`config.mk`:
```
export PLATFORM = sky130hd
export DESIGN_NAME = refclk_supervisor
export DESIGN_NICKNAME = d
export VERILOG_FILES = /design/src/rtl/refsup_pkg.sv /design/src/rtl/refsup_datapath.sv /design/src/rtl/refsup_control.sv /design/src/rtl/refclk_supervisor.sv
export SDC_FILE = /design/constraint.sdc
export NUM_CORES = 1
export LEC_CHECK = 0
export BUFFER_PORTS_ARGS = -buffer_cell sky130_fd_sc_hd__buf_2
export CORE_MARGIN = 2
export CORE_UTILIZATION = 40
export DETAILED_ROUTE_END_ITERATION = 6
export MAX_ROUTING_LAYER = met4
export PLACE_DENSITY = 0.67
export SYNTH_ARGS = -nofsm -noshare
export SYNTH_HDL_FRONTEND = slang
export SYNTH_SLANG_ARGS = --single-unit
export TNS_END_PERCENT = 1
```
`constraint.sdc`:
```
create_clock -name clk -period 6.2 [get_ports clk]
set_input_delay 1.24 -clock clk [delete_from_list [all_inputs] [get_ports clk]]
set_output_delay 1.24 -clock clk [all_outputs]
set_load 0.02 [all_outputs]
```
`src/rtl/refsup_pkg.sv`:
```
package refsup_pkg;

  typedef enum logic [1:0] {
    ST_LOCKED   = 2'd0,
    ST_MISSING  = 2'd1,
    ST_UNLOCKED = 2'd2,
    ST_RELOCK   = 2'd3
  } supState_e;

  // datapath -> control
  typedef struct packed {
    logic edgeSeen;
    logic perChange;
    logic overdue;
    logic slowRef;
    logic withinSkip;
    logic timedOut;
    logic stable;
    logic relockDone;
  } refStatus_t;

  // control -> datapath
  typedef struct packed {
    logic holdPeriod;
    logic relockClr;
    logic relockRun;
  } refCtrl_t;

endpackage

```
`src/rtl/refsup_datapath.sv`:
```
module refsup_datapath
  import refsup_pkg::*;
#(
  parameter int CNT_W       = 20,
  parameter int SYNC_STAGES = 2,
  parameter int SLOW_PERIOD = 1563
) (
  input  logic             clk,
  input  logic             rstN,
  input  logic             refIn,
  input  logic [CNT_W-1:0] skipWindow,
  input  logic [CNT_W-1:0] lossTimeout,
  input  logic [CNT_W-1:0] relockTime,
  input  logic [CNT_W-1:0] periodTol,
  input  refCtrl_t         ctrl,
  output refStatus_t       stat
);

  localparam logic [CNT_W-1:0] CNT_MAX  = '1;
  localparam logic [CNT_W-1:0] SLOW_LIM = CNT_W'(SLOW_PERIOD);

  // synchronizer chain
  logic [SYNC_STAGES-1:0] syncQ;

  for (genvar g = 0; g < SYNC_STAGES; g++) begin : gSync
    if (g == 0) begin : gFirst
      always_ff @(posedge clk or negedge rstN) begin
        if (!rstN) syncQ[0] <= 1'b0;
        else       syncQ[0] <= refIn;
      end
    end else begin : gNext
      always_ff @(posedge clk or negedge rstN) begin
        if (!rstN) syncQ[g] <= 1'b0;
        else       syncQ[g] <= syncQ[g-1];
      end
    end
  end

  logic syncLvl;
  logic prevLvl;
  logic edgeNow;

  assign syncLvl = syncQ[SYNC_STAGES-1];
  assign edgeNow = syncLvl & ~prevLvl;

  always_ff @(posedge clk or negedge rstN) begin
    if (!rstN) prevLvl <= 1'b0;
    else       prevLvl <= syncLvl;
  end

  // interval measurement
  logic [CNT_W-1:0] gapCnt;
  logic [CNT_W-1:0] prevPeriod;
  logic [1:0]       edgesSeen;
  logic             havePeriod;

  assign havePeriod = (edgesSeen == 2'd2);

  always_ff @(posedge clk or negedge rstN) begin
    if (!rstN) begin
      gapCnt <= '0;
    end else if (edgeNow) begin
      gapCnt <= '0;
    end else if (gapCnt != CNT_MAX) begin
      gapCnt <= gapCnt + 1'b1;
    end
  end

  always_ff @(posedge clk or negedge rstN) begin
    if (!rstN) begin
      prevPeriod <= '0;
      edgesSeen  <= 2'd0;
    end else if (edgeNow) begin
      if (!ctrl.holdPeriod) prevPeriod <= gapCnt;
      if (edgesSeen != 2'd2) edgesSeen <= edgesSeen + 2'd1;
    end
  end

  logic [CNT_W:0] absDiff;
  logic [CNT_W:0] lateLimit;
  logic           perChange;
  logic           overdue;

  always_comb begin
    if (gapCnt >= prevPeriod) absDiff = {1'b0, gapCnt} - {1'b0, prevPeriod};
    else                      absDiff = {1'b0, prevPeriod} - {1'b0, gapCnt};
    lateLimit = {1'b0, prevPeriod} + {1'b0, periodTol};
  end

  assign perChange = edgeNow & havePeriod & (absDiff > {1'b0, periodTol});
  assign overdue   = havePeriod & ({1'b0, gapCnt} > lateLimit);

  // relock qualification counter
  logic [CNT_W-1:0] relockCnt;
  logic             stableNow;
  logic             relockDone;

  assign stableNow  = havePeriod & ~overdue & ~perChange;
  assign relockDone = (relockCnt >= relockTime);

  always_ff @(posedge clk or negedge rstN) begin
    if (!rstN) begin
      relockCnt <= '0;
    end else if (ctrl.relockClr || !stableNow) begin
      relockCnt <= '0;
    end else if (ctrl.relockRun && !relockDone) begin
      relockCnt <= relockCnt + 1'b1;
    end
  end

  always_comb begin
    stat.edgeSeen   = edgeNow;
    stat.perChange  = perChange;
    stat.overdue    = overdue;
    stat.slowRef    = havePeriod & (prevPeriod >= SLOW_LIM);
    stat.withinSkip = (gapCnt <= skipWindow);
    stat.timedOut   = (gapCnt >= lossTimeout);
    stat.stable     = stableNow;
    stat.relockDone = relockDone;
  end

endmodule

```
`src/rtl/refsup_control.sv`:
```
module refsup_control
  import refsup_pkg::*;
(
  input  logic       clk,
  input  logic       rstN,
  input  logic       skipEn,
  input  logic       runWhenUnlocked,
  input  refStatus_t stat,
  output refCtrl_t   ctrl,
  output supState_e  curState,
  output logic       unlock,
  output logic       outEnable
);

  supState_e nextState;
  logic      skipOk;
  logic      unlockQ;

  assign skipOk = skipEn & stat.slowRef & stat.withinSkip;

  always_comb begin
    nextState = curState;
    unique case (curState)
      ST_LOCKED: begin
        if (stat.perChange)    nextState = ST_UNLOCKED;
        else if (stat.overdue) nextState = ST_MISSING;
      end
      ST_MISSING: begin
        if (stat.edgeSeen)      nextState = skipOk ? ST_LOCKED : ST_RELOCK;
        else if (stat.timedOut) nextState = ST_UNLOCKED;
      end
      ST_UNLOCKED: begin
        if (stat.edgeSeen) nextState = ST_RELOCK;
      end
      ST_RELOCK: begin
        if (stat.relockDone && stat.stable) nextState = ST_LOCKED;
      end
      default: nextState = ST_RELOCK;
    endcase
  end

  always_comb begin
    ctrl.holdPeriod = (curState == ST_MISSING) & stat.edgeSeen & skipOk;
    ctrl.relockClr  = (curState != ST_RELOCK);
    ctrl.relockRun  = (curState == ST_RELOCK);
  end

  always_ff @(posedge clk or negedge rstN) begin
    if (!rstN) begin
      curState <= ST_RELOCK;
      unlockQ  <= 1'b1;
    end else begin
      curState <= nextState;
      unlockQ  <= (nextState == ST_UNLOCKED) || (nextState == ST_RELOCK);
    end
  end

  assign unlock    = unlockQ;
  assign outEnable = ~unlockQ | runWhenUnlocked;

endmodule

```
`src/rtl/refclk_supervisor.sv`:
```
module refclk_supervisor
  import refsup_pkg::*;
#(
  parameter int CNT_W       = 20,
  parameter int SYNC_STAGES = 2,
  parameter int SLOW_PERIOD = 1563
) (
  input  logic             clk,
  input  logic             rstN,
  input  logic             refIn,
  input  logic             skipEn,
  input  logic             runWhenUnlocked,
  input  logic [CNT_W-1:0] skipWindow,
  input  logic [CNT_W-1:0] lossTimeout,
  input  logic [CNT_W-1:0] relockTime,
  input  logic [CNT_W-1:0] periodTol,
  output logic             unlock,
  output logic             outEnable
);

  refStatus_t stat;
  refCtrl_t   ctrl;
  supState_e  curState;

  refsup_datapath #(
    .CNT_W      (CNT_W),
    .SYNC_STAGES(SYNC_STAGES),
    .SLOW_PERIOD(SLOW_PERIOD)
  ) dp (
    .clk        (clk),
    .rstN       (rstN),
    .refIn      (refIn),
    .skipWindow (skipWindow),
    .lossTimeout(lossTimeout),
    .relockTime (relockTime),
    .periodTol  (periodTol),
    .ctrl       (ctrl),
    .stat       (stat)
  );

  refsup_control ctl (
    .clk            (clk),
    .rstN           (rstN),
    .skipEn         (skipEn),
    .runWhenUnlocked(runWhenUnlocked),
    .stat           (stat),
    .ctrl           (ctrl),
    .curState       (curState),
    .unlock         (unlock),
    .outEnable      (outEnable)
  );

endmodule

```
==> metrics.md <==
| Metric | Value |
|---|---|
| Status | `complete, no violations` |
| Clock sinks | `68` |
| Pleak | `~0.0051 µW` |
| Drt pass-1 iters | `7` |
| Req. time, crit path | `6.46 ns` |
| Crit end category | `flip-flop` |
| Clk pin slew, worst setup/hold paths | `~0.060 ns` |
| Reg2Reg Setup Slack | `0.69 ns` |
| Worst R2R End | `ctl.curState[1]$_DFF_PN1_` |
| WL final | `approximately 23 mm` |
| Utilization after layout | `0.463` |
| CTS tree | `yes` |
| Sw power | `~1300 µW` |
| R2R depth | `20` |
| Via count | `7519` |
| Worst Path Arrival | `between 5 and 6 ns` |
| Hold path depth | `0` |
| Worst Max-Slew Pin Slew | `0.921 ns` |
| Seq/Total Area, Yosys | `0.205` |
| Cell count after synthesis | `approximately 1000` |
| Max Slew Vio Count | `0` |
| Final Cycle Share | `0.888` |
| RSZ-0062 raised after global routing | `no` |
| Clock Tree Root | `clkbuf_16` |
| Final setup TNS | `0 ns` |
| Ant. Diodes | `0` |
| Initial antenna violation count | `0` |
| Min-delay src | `dp.syncQ[0]$_DFF_PN0_` |
| Num CTS Buffers | `9` |
| Clock Skews | `around 0.0092 ns` |
| DRT iter0 DRCs | `520` |
| Most common cell after layout, fill and taps aside | `ha_1` |
| Mapped Avg Cell Area | `just over 8 µm²` |
| Kind of start point of the critical path | `flip-flop` |
| Post-synth EDFFs | `0` |
| Synthesized area | `0.00831 mm²` |
| Routed len/inst | `16.6 µm` |
| Die Height | `around 150 µm` |
| CP max FO | `22` |
| Share of cells above drive strength 1 | `0.125` |
| Hold crit path type | `reg2reg` |
| H-Tree Level Count | `3` |
| WHS Endpoint | `dp.syncLvl$_DFF_PN0_` |
| Internal power | `1730 µW` |
| Number of global-route vias before repair | `7100` |
| Synthesized Nets | `1276` |
| Max-cap violations | `0` |
| Nets@finish | `1362` |
| Final Wtd Congestion | `~0.94` |
| Post-CTS resize count | `0` |
| Commonest non-fill, non-tap cells in the layout | `163 x ha_1, 133 x inv_1, 86 x buf_2` |
| IO Pins | `87` |
| Initial Util | `0.410` |
| Max Freq | `about 180 MHz` |
| CP Class | `reg2reg` |
| Clk buf depth | `2` |
| Final hold vios | `0` |
| Syn-to-layout area delta | `13.1%` |
| Gate power share | `0.647` |
| Post-route ant nets | `0` |
| Count of final setup violators | `0` |
| Overall Global Routing Usage | `0.219` |
| Die Width | `about 150 µm` |
| DP Wirelength | `~19 mm` |
| P per Cell Area | `323 mW/mm²` |
| Pre-CTS WS | `0.569 ns` |
| Hold-fix buffers, CTS | `0` |
| Final WS setup | `~0.7 ns` |
| VDD IR-drop max | `0.284 mV` |
| Post-synth cell types | `66` |
| Clk pwr share | `0.186` |
| Num rows | `52` |
| Sequential power share | `0.167` |
| Largest net degree at the start of global routing | `between 60 and 70` |
| First-pass GRT wire length | `approximately 37 mm` |
| Worst rel slew slack | `0.386` |
| Core area | `between 0.02 and 0.025 mm²` |
| PortBufs | `86` |
| Period minus WS final | `roughly 5.5 ns` |
| Postcts setup bufs | `0` |
| Worst skew pair latency | `about 0.34 ns` |
| Total overflow reported by the global router | `0` |
| Reg2reg start | `dp.gapCnt[6]$_DFFE_PN0P_` |
| Yosys Warn Count | `0` |
| Drt drc | `0` |
| DR vias/cell | `between 5 and 6` |
| Share of flip-flops with an asynchronous set or reset | `1.00` |
| Sw frac | `0.429` |
| Main synth FF type | `dfrtp_1` |
| #FFs+latches synth | `just under 70` |
| Die ar. | `about 0.022 mm²` |
cell families after synthesis:
kind of cell / Yosys count / share of synthesized area
simple gates: 276 / 0.166
buf+inv: 165 / 0.0795
xor+xnor: 69 / 0.0727
mux: 12 / 0.0149
fa+ha+maj: 166 / 0.253
flops: 68 / 0.205
compound gates: 269 / 0.209
layout make-up:
cell class                      instances  area [µm²]
Multi-Input combinational cell        792        5950
Tap cell                              270         338
Clock buffer                           12         246
Inverter                              133         499
Sequential cell                        68        1710
Fill cell                            2036       10900
Timing Repair Buffer                  107         588
Clock inverter                          4        72.6
state kept, by name (all words and copies together) (netlist names):
signal,flops
dp.gapCnt,20
dp.prevPeriod,20
ctl.unlock,1
dp.prevLvl,1
dp.syncQ,1
ctl.curState,2
dp.relockCnt,20
dp.edgesSeen,2
dp.syncLvl,1
worst max-delay path, stage by stage, from the launching register on:
cell      delay (ns)
dfrtp_1         0.48
ha_1            0.44
a211oi_1        0.25
nor2_1          0.10
or4b_1          0.50
a21oi_1         0.22
a21o_1          0.26
buf_4           0.29
mux2i_1         0.11
a31oi_1         0.39
o221ai_1        0.19
xor2_1          0.17
ha_1            0.29
nand4_1         0.12
nor3_1          0.27
a311oi_1        0.12
o21ai_0         0.09
buf_4           0.16
nand3_1         0.11
or3_4           0.53
o221a_2         0.31
routing by layer:
layer | up-vias | part of all wire | track usage
li1 | 3794 | - | -
met1 | 3497 | 0.47 | 0.295
met2 | 197 | 0.45 | 0.340
met3 | 31 | 0.054 | 0.0368
met4 | 0 | 0.025 | 0.0657
met5 | - | 0 | -
cells in the mapped netlist, types with 15 or more instances:
cell	instances	area [µm²]
dfrtp_1	65	1630
clkbuf_1	19	71.3
nand4_1	36	225
xor2_1	39	342
nor3_1	17	85.1
nand2_1	56	210
o21ai_0	59	295
xnor2_1	30	263
nor2_1	71	267
a21oi_1	73	365
nand2b_1	15	93.8
inv_1	133	499
ha_1	163	2040
nand3_1	27	135
a21o_1	57	428
worst max path at each step:
| stage | start | cells past startpoint | endpoint |
|---|---|---|---|
| 2_1_floorplan | periodTol[0] | 19 | ctl.curState[1]$_DFF_PN1_ |
| 3_3_place_gp | periodTol[0] | 20 | ctl.unlock$_DFF_PN1_ |
| 3_5_place_dp | periodTol[0] | 22 | ctl.unlock$_DFF_PN1_ |
| 4_1_cts | dp.gapCnt[6]$_DFFE_PN0P_ | 20 | ctl.curState[1]$_DFF_PN1_ |
| 5_1_grt | dp.gapCnt[6]$_DFFE_PN0P_ | 20 | ctl.curState[1]$_DFF_PN1_ |
| 6_report | dp.gapCnt[6]$_DFFE_PN0P_ | 20 | ctl.curState[1]$_DFF_PN1_ |
metrics by stage:
stage | cell area [µm²] | hold slack, ns | cells | total power (µW)
after floorplan | 8310 | 0.331 | 1025 | 2020
after global placement | 9080 | 0.336 | 1370 | 2430
after detailed placement | 9080 | 0.337 | 1370 | 2460
after CTS | 9400 | 0.349 | 1386 | 3050
after global routing | 9400 | 0.369 | 1386 | 3360
final | 9400 | 0.349 | 1386 | 3030
power groups by stage:
| stage | clock [µW] | sequential, µW | combinational, µW |
|---|---|---|---|
| final | 565 | 506 | 1960 |
| after global routing | 592 | 511 | 2260 |
| after CTS | 575 | 507 | 1960 |
| after detailed placement | 0 | 514 | 1950 |
| after global placement | 0 | 513 | 1920 |
| after floorplan | 0 | 514 | 1510 |
(Power assumes the default switching activity.)
